### src/rtl/rstk_pkg.sv
package rstk_pkg;

    // Outcome of one executed instruction on the top level
    typedef enum logic [1:0] {
        ACT_NONE     = 2'd0,
        ACT_ADVANCE  = 2'd1,
        ACT_POP      = 2'd2,
        ACT_REDIRECT = 2'd3
    } act_e;

    // Buffer-side consequence of an action
    function automatic logic act_flushes(act_e a);
        return (a == ACT_POP) || (a == ACT_REDIRECT);
    endfunction

endpackage

### src/rtl/rstk_store.sv
module rstk_store #(
    parameter int LANES = 8,
    parameter int PC_W  = 16,
    parameter int DEPTH = LANES,
    localparam int CNT_W = $clog2(DEPTH + 1)
) (
    input  logic             clk,
    input  logic             rst,
    input  logic             pop,
    input  logic             wr_pc,
    input  logic [PC_W-1:0]  wr_pc_val,
    input  logic             push,
    input  logic [PC_W-1:0]  push_pc,
    input  logic [PC_W-1:0]  push_rpc,
    input  logic [LANES-1:0] push_mask,
    output logic [PC_W-1:0]  top_pc,
    output logic [PC_W-1:0]  top_rpc,
    output logic [LANES-1:0] top_mask,
    output logic [CNT_W-1:0] depth
);
    localparam int IDX_W = (DEPTH > 1) ? $clog2(DEPTH) : 1;

    logic [PC_W-1:0]  pc_all   [DEPTH];
    logic [PC_W-1:0]  rpc_all  [DEPTH];
    logic [LANES-1:0] mask_all [DEPTH];
    logic [CNT_W-1:0] push_idx;
    logic [CNT_W-1:0] top_idx;

    // A push lands above whatever remains after a same-cycle pop
    assign push_idx = depth - CNT_W'(pop);
    assign top_idx  = depth - CNT_W'(1);

    for (genvar g = 0; g < DEPTH; g++) begin : g_slot
        logic [PC_W-1:0]  pc_r;
        logic [PC_W-1:0]  rpc_r;
        logic [LANES-1:0] mask_r;

        always_ff @(posedge clk) begin
            if (push && push_idx == CNT_W'(g)) begin
                pc_r   <= push_pc;
                rpc_r  <= push_rpc;
                mask_r <= push_mask;
            end else if (wr_pc && depth != '0 && top_idx == CNT_W'(g)) begin
                pc_r <= wr_pc_val;
            end
        end

        assign pc_all[g]   = pc_r;
        assign rpc_all[g]  = rpc_r;
        assign mask_all[g] = mask_r;
    end

    always_ff @(posedge clk) begin
        if (rst) depth <= '0;
        else     depth <= depth - CNT_W'(pop) + CNT_W'(push);
    end

    always_comb begin
        top_pc   = '0;
        top_rpc  = '0;
        top_mask = '0;
        if (depth != '0) begin
            top_pc   = pc_all[top_idx[IDX_W-1:0]];
            top_rpc  = rpc_all[top_idx[IDX_W-1:0]];
            top_mask = mask_all[top_idx[IDX_W-1:0]];
        end
    end
endmodule

### src/rtl/rstk_seq.sv
module rstk_seq
    import rstk_pkg::*;
#(
    parameter int PC_W    = 16,
    parameter int PC_STEP = 4
) (
    input  logic            enable,
    input  logic            exec_valid,
    input  logic            exec_redirect,
    input  logic [PC_W-1:0] exec_target,
    input  logic            stack_valid,
    input  logic [PC_W-1:0] top_pc,
    input  logic [PC_W-1:0] top_rpc,
    output act_e            act,
    output logic [PC_W-1:0] new_pc,
    output logic            underflow
);
    logic [PC_W-1:0] seq_pc;

    assign seq_pc    = top_pc + PC_W'(PC_STEP);
    assign underflow = enable && exec_valid && !stack_valid;
    assign new_pc    = exec_redirect ? exec_target : seq_pc;

    always_comb begin
        act = ACT_NONE;
        if (enable && exec_valid && stack_valid) begin
            if (exec_redirect)         act = ACT_REDIRECT;
            else if (seq_pc == top_rpc) act = ACT_POP;
            else                       act = ACT_ADVANCE;
        end
    end
endmodule

### src/rtl/rstk_save.sv
module rstk_save #(
    parameter int LANES = 8,
    localparam int SLOT_W = $clog2(LANES + 1)
) (
    input  logic clk,
    input  logic rst,
    input  logic save_start,
    input  logic save_ready,
    input  logic stack_valid,
    output logic busy,
    output logic pop
);
    logic [SLOT_W-1:0] slot_q;
    logic              fire;

    assign fire = busy && save_ready;
    assign pop  = fire && stack_valid;

    always_ff @(posedge clk) begin
        if (rst) begin
            busy   <= 1'b0;
            slot_q <= '0;
        end else if (!busy) begin
            busy   <= save_start;
            slot_q <= '0;
        end else if (fire) begin
            if (slot_q == SLOT_W'(LANES - 1)) begin
                busy   <= 1'b0;
                slot_q <= '0;
            end else begin
                slot_q <= slot_q + SLOT_W'(1);
            end
        end
    end
endmodule

### src/rtl/simt_reconv_stack.sv
module simt_reconv_stack
    import rstk_pkg::*;
#(
    parameter int LANES   = 8,
    parameter int PC_W    = 16,
    parameter int PC_STEP = 4
) (
    input  logic             clk,
    input  logic             rst,
    input  logic             push_valid,
    input  logic [PC_W-1:0]  push_pc,
    input  logic [PC_W-1:0]  push_rpc,
    input  logic [LANES-1:0] push_mask,
    input  logic             exec_valid,
    input  logic             exec_redirect,
    input  logic [PC_W-1:0]  exec_target,
    input  logic             fetch_pending,
    input  logic             fetch_return,
    output logic [PC_W-1:0]  cur_pc,
    output logic [PC_W-1:0]  cur_rpc,
    output logic [LANES-1:0] cur_mask,
    output logic             stack_valid,
    output logic             flush_buf,
    output logic             retire_buf,
    output logic             drop_fetch,
    output logic             err_zero_mask,
    output logic             err_overflow,
    output logic             err_underflow,
    input  logic             save_start,
    output logic             save_valid,
    input  logic             save_ready,
    output logic [PC_W-1:0]  save_pc,
    output logic [PC_W-1:0]  save_rpc,
    output logic [LANES-1:0] save_mask,
    input  logic             rs_valid,
    output logic             rs_ready,
    input  logic [PC_W-1:0]  rs_pc,
    input  logic [PC_W-1:0]  rs_rpc,
    input  logic [LANES-1:0] rs_mask
);
    localparam int DEPTH = LANES;
    localparam int CNT_W = $clog2(DEPTH + 1);

    logic [CNT_W-1:0] depth;
    logic [PC_W-1:0]  top_pc, top_rpc, new_pc;
    logic [LANES-1:0] top_mask;
    logic             save_busy, save_pop, underflow;
    act_e             act;

    logic             req_push, full, push_do, pop_any, wr_any;
    logic [PC_W-1:0]  req_pc, req_rpc;
    logic [LANES-1:0] req_mask;

    assign stack_valid = (depth != '0);

    rstk_seq #(.PC_W(PC_W), .PC_STEP(PC_STEP)) u_seq (
        .enable(!save_busy), .exec_valid(exec_valid),
        .exec_redirect(exec_redirect), .exec_target(exec_target),
        .stack_valid(stack_valid), .top_pc(top_pc), .top_rpc(top_rpc),
        .act(act), .new_pc(new_pc), .underflow(underflow)
    );

    rstk_save #(.LANES(LANES)) u_save (
        .clk(clk), .rst(rst), .save_start(save_start),
        .save_ready(save_ready), .stack_valid(stack_valid),
        .busy(save_busy), .pop(save_pop)
    );

    // Push source: branch port first, restore port only when it is idle
    assign rs_ready = !save_busy && !push_valid;
    always_comb begin
        if (push_valid) begin
            req_push = !save_busy;
            req_pc   = push_pc;
            req_rpc  = push_rpc;
            req_mask = push_mask;
        end else begin
            req_push = rs_valid && rs_ready && (rs_pc != {PC_W{1'b1}});
            req_pc   = rs_pc;
            req_rpc  = rs_rpc;
            req_mask = rs_mask;
        end
    end

    assign pop_any = (act == ACT_POP) || save_pop;
    assign wr_any  = (act == ACT_ADVANCE) || (act == ACT_REDIRECT);
    assign full    = (depth == CNT_W'(DEPTH)) && !pop_any;
    assign push_do = req_push && (req_mask != '0) && !full;

    rstk_store #(.LANES(LANES), .PC_W(PC_W), .DEPTH(DEPTH)) u_store (
        .clk(clk), .rst(rst), .pop(pop_any),
        .wr_pc(wr_any), .wr_pc_val(new_pc),
        .push(push_do), .push_pc(req_pc), .push_rpc(req_rpc),
        .push_mask(req_mask),
        .top_pc(top_pc), .top_rpc(top_rpc), .top_mask(top_mask),
        .depth(depth)
    );

    assign cur_pc   = top_pc;
    assign cur_rpc  = top_rpc;
    assign cur_mask = top_mask;

    assign save_valid = save_busy;
    assign save_pc    = stack_valid ? top_pc   : {PC_W{1'b1}};
    assign save_rpc   = stack_valid ? top_rpc  : {PC_W{1'b1}};
    assign save_mask  = stack_valid ? top_mask : {LANES{1'b1}};

    always_ff @(posedge clk) begin
        if (rst) begin
            flush_buf     <= 1'b0;
            retire_buf    <= 1'b0;
            drop_fetch    <= 1'b0;
            err_zero_mask <= 1'b0;
            err_overflow  <= 1'b0;
            err_underflow <= 1'b0;
        end else begin
            flush_buf     <= act_flushes(act);
            retire_buf    <= (act == ACT_ADVANCE);
            err_zero_mask <= req_push && (req_mask == '0);
            err_overflow  <= req_push && (req_mask != '0) && full;
            err_underflow <= underflow;
            if (act_flushes(act) && fetch_pending) drop_fetch <= 1'b1;
            else if (fetch_return)                  drop_fetch <= 1'b0;
        end
    end
endmodule

### config.mk
export PLATFORM = sky130hd
export DESIGN_NAME = simt_reconv_stack
export DESIGN_NICKNAME = d
export VERILOG_FILES = /design/src/rtl/rstk_pkg.sv /design/src/rtl/rstk_store.sv /design/src/rtl/rstk_seq.sv /design/src/rtl/rstk_save.sv /design/src/rtl/simt_reconv_stack.sv
export SDC_FILE = /design/constraint.sdc
export NUM_CORES = 1
export LEC_CHECK = 0
export BUFFER_PORTS_ARGS = -buffer_cell sky130_fd_sc_hd__buf_2
export CAP_MARGIN = 20
export CORE_MARGIN = 10
export CORE_UTILIZATION = 50
export DETAILED_ROUTE_END_ITERATION = 16
export HOLD_SLACK_MARGIN = 0.05
export PLACE_DENSITY = 0.69
export SETUP_SLACK_MARGIN = 0.4
export SYNTH_ARGS = -nofsm -noshare
export SYNTH_HDL_FRONTEND = slang
export SYNTH_SLANG_ARGS = --single-unit
### constraint.sdc
create_clock -name clk -period 15.2 [get_ports clk]
set_clock_uncertainty 0.15 [all_clocks]
set_input_delay 0 -clock clk [delete_from_list [all_inputs] [get_ports clk]]
set_output_delay 0 -clock clk [all_outputs]
set_load 0.005 [all_outputs]
==> metrics.txt <==
library cells used by synthesis 66; Int Power 2.67 mW; Clk pwr share 17.6%; Peak VDD IR 185 µV; die height 203 µm; worst-margin pin slew 1120 ps; Post-Syn Nets 1252; Worst-Skew Late Latency 540 ps; IO Count 195; Nets 1543; pre-CTS setup slack 5820 ps; die area 41100 µm²; mean area per synthesized cell 14.7 µm²; switching share of power 42.3%; Max clock buf depth 3; drt wl/cell 26.5 µm; FMAX 99.8 MHz; Worst EP arrival 10140 ps; placed inst area 18000 µm²; Tot Pwr 4.63 mW; register area share after synthesis 59.3%; CTS tree yes; ANT nets after route 0; Yosys top cell by area edfxtp_1; Critical-path top delay cell or4b_1; Combinational Power Share 53.4%; initial antenna violation count 1; Hold WC Path Type input pin to flip-flop; Sequential Area 9910 µm²; CP Launch Type flip-flop; vias in the first global route 12000; post-route cell area 20300 µm²; CTS clk-pin slew, worst paths 60 ps; DR vias 11800; largest net degree at the start of global routing 82; # DRC 0; Worst Path Max Fanout 49; Hold Vio Cnt, Final 0; fin cells 1898; dpl hpwl 31300 µm; First DRT Iteration DRCs 1347; Critical Path RT 15320 ps; Via density 6.20; post-route setup slack 5180 ps; post-synthesis cell area 16700 µm²; cts repair resizes 0; gr usage total 23.9%; clock root buffer clkbuf_16; final setup TNS 0 ps; Synth Instances 1135; FF+latch count, synth 335; row cnt 66; min Tclk post-route 10020 ps; Multi-input gate area 6410 µm²; die span in x 203 µm; max-slew violations 0; H-tree Lvls 2; buffers added on ports 194; grt ovf 0; PD cells 228 nW/µm²; Final Setup Violations 0; Final Core Density 61.9%; Synth top area share 57.5%; power share of the sequential group 28.9%; ys async rst share 0%; P_leak 7.17 nW; drt total wl 50200 µm; proportion of layout cells with a drive suffix above 1 27.0%; synthesis-to-finish area growth 21.5%; P_sw 1.96 mW; kind of critical path flip-flop to flip-flop; YS warnings 0; MaxCap Viol Count 0; drt pass-1 iters 5; Period Utilization, post-route 65.9%; fill count 2461; Most used DFF post-synth edfxtp_1; first-pass GRT wire length 75200 µm; number of synthesized flops with an enable pin 320; Num CTS Buffers 36; Initial Utilization 51.0%; placed insts 1715; max incr delay on CP 950 ps; status complete, no violations; CP Capture Type flip-flop; RSZ-0062 raised after global routing false; Area contributors post-synth edfxtp_1 (58%), mux4_2 (9.2%), mux2i_1 (8.5%), o22ai_1 (2.1%), mux2_2 (2.0%); gpl congestion 0.928; most frequent CP cell ha_1; clock sink count 335; WHS 48.5 ps; slew margin rel. 23.0%; area of the core 32800 µm²
[cell type report]
cell class | count | share of cell area, %
multi-input cells | 716 | 31.6
repair buffers | 328 | 11.2
clock buffers | 40 | 4.67
flip-flops and latches | 335 | 48.8
clock inverters | 26 | 0.826
diodes | 2 | 0.0247
well taps | 442 | 2.72
inverters | 9 | 0.166
[worst paths after layout]
| kind | from | to | slack [ps] | depth (start not counted) |
|---|---|---|---|---|
| max | u_store.depth[0] | u_store.g_slot[1].pc_r[13] | 5180 | 25 |
| min | rs_pc[4] | u_store.g_slot[6].pc_r[4] | 50 | 4 |
| max reg2reg | u_store.depth[0] | u_store.g_slot[1].pc_r[13] | 5180 | 25 |
| min reg2reg | u_save.slot_q[3] | u_save.slot_q[3] | 340 | 2 |
[worst max-delay path, delay by kind of cell (launching register included)]
kind | cells | cell delay (ps)
fa+ha+maj | 4 | 1470
simple gates | 6 | 2030
compound gates | 4 | 1490
buf+inv | 7 | 2580
mux | 3 | 920
xor+xnor | 1 | 190
flops | 1 | 900
[cells by family (layout without fill, tap and decap cells)]
logic type / Yosys count / count (layout) / share of synthesized area, %
AOI/OAI and AO/OA: 163 / 163 / 7.49
xor gates and xnor gates: 40 / 40 / 2.14
adders and majority gates: 11 / 11 / 0.824
buffers and inverters: 84 / 403 / 2.47
DFF: 335 / 335 / 59.3
muxes: 243 / 243 / 20.1
other: 0 / 2 / 0
and+or+nand+nor: 259 / 259 / 7.69
[placed cells by master, fill, tap and decap left out, types with 4 or more instances in the layout]
master and count:
xnor2_1 22, and3_1 5, a211o_1 5, o22ai_1 57
mux4_2 68, a32o_1 5, or3_1 5, o22a_1 8
clkinv_1 8, mux2_2 29, and2_1 4, nor2b_1 12
clkinv_2 12, mux2i_1 142, nand4_1 13, buf_4 19
inv_1 8, nand2_1 66, o21ai_0 6, xor2_1 17
ha_1 10, a21oi_4 8, nor3_1 19, buf_2 194
clkbuf_16 37, a32oi_1 4, nand3_1 21, edfxtp_1 320
or2_2 9, nor2_1 69, dlygate4sd3_1 115, or4_1 5
a22oi_1 4, a21o_1 12, a21oi_1 17, nand2b_1 14
dfxtp_1 14
[synthesized netlist by cell type, drive strengths merged (6+ instances only)]
master	instances
a21oi	25
nand3	21
or4	6
nand2	66
nor2b	12
mux4	70
mux2i	142
edfxtp	320
o22a	8
mux2	31
or2	10
dfxtp	15
xnor2	22
a21o	12
clkbuf	30
nor3	19
buf	45
nand2b	14
ha	11
nand4	13
xor2	18
o21ai	8
nor2	69
o22ai	57
inv	9
[power by group through the flow]
stage / clock, mW / combinational [mW] / sequential (mW)
6_report: 0.816 / 2.47 / 1.34
5_1_grt: 0.867 / 2.65 / 1.35
4_1_cts: 0.824 / 2.45 / 1.34
3_5_place_dp: 0 / 2.40 / 1.36
3_3_place_gp: 0 / 2.37 / 1.35
2_1_floorplan: 0 / 1.60 / 1.31
[layer usage]
layer | share of wire (%) | track usage (%)
met2 | 48 | 39.4
met5 | 0 | 0
met4 | 3.7 | 8.71
met3 | 8.9 | 5.62
met1 | 39 | 30.2
[registers in the layout, indices dropped and copies added (netlist names)]
signal / flops
u_store.g_slot.pc_r: 128
u_store.g_slot.rpc_r: 128
u_store.g_slot.mask_r: 64
u_save.slot_q: 4
u_store.depth: 4
drop_fetch: 1
err_overflow: 1
err_underflow: 1
err_zero_mask: 1
flush_buf: 1
retire_buf: 1
u_save.busy: 1
[what timing repair did]
action                    in CTS  in global routing
hold buffers                 115                  0
hold endpoints to repair     334                  0
setup buffers                  0                  0
No activity file was read; power rests on OpenSTA's default activity.
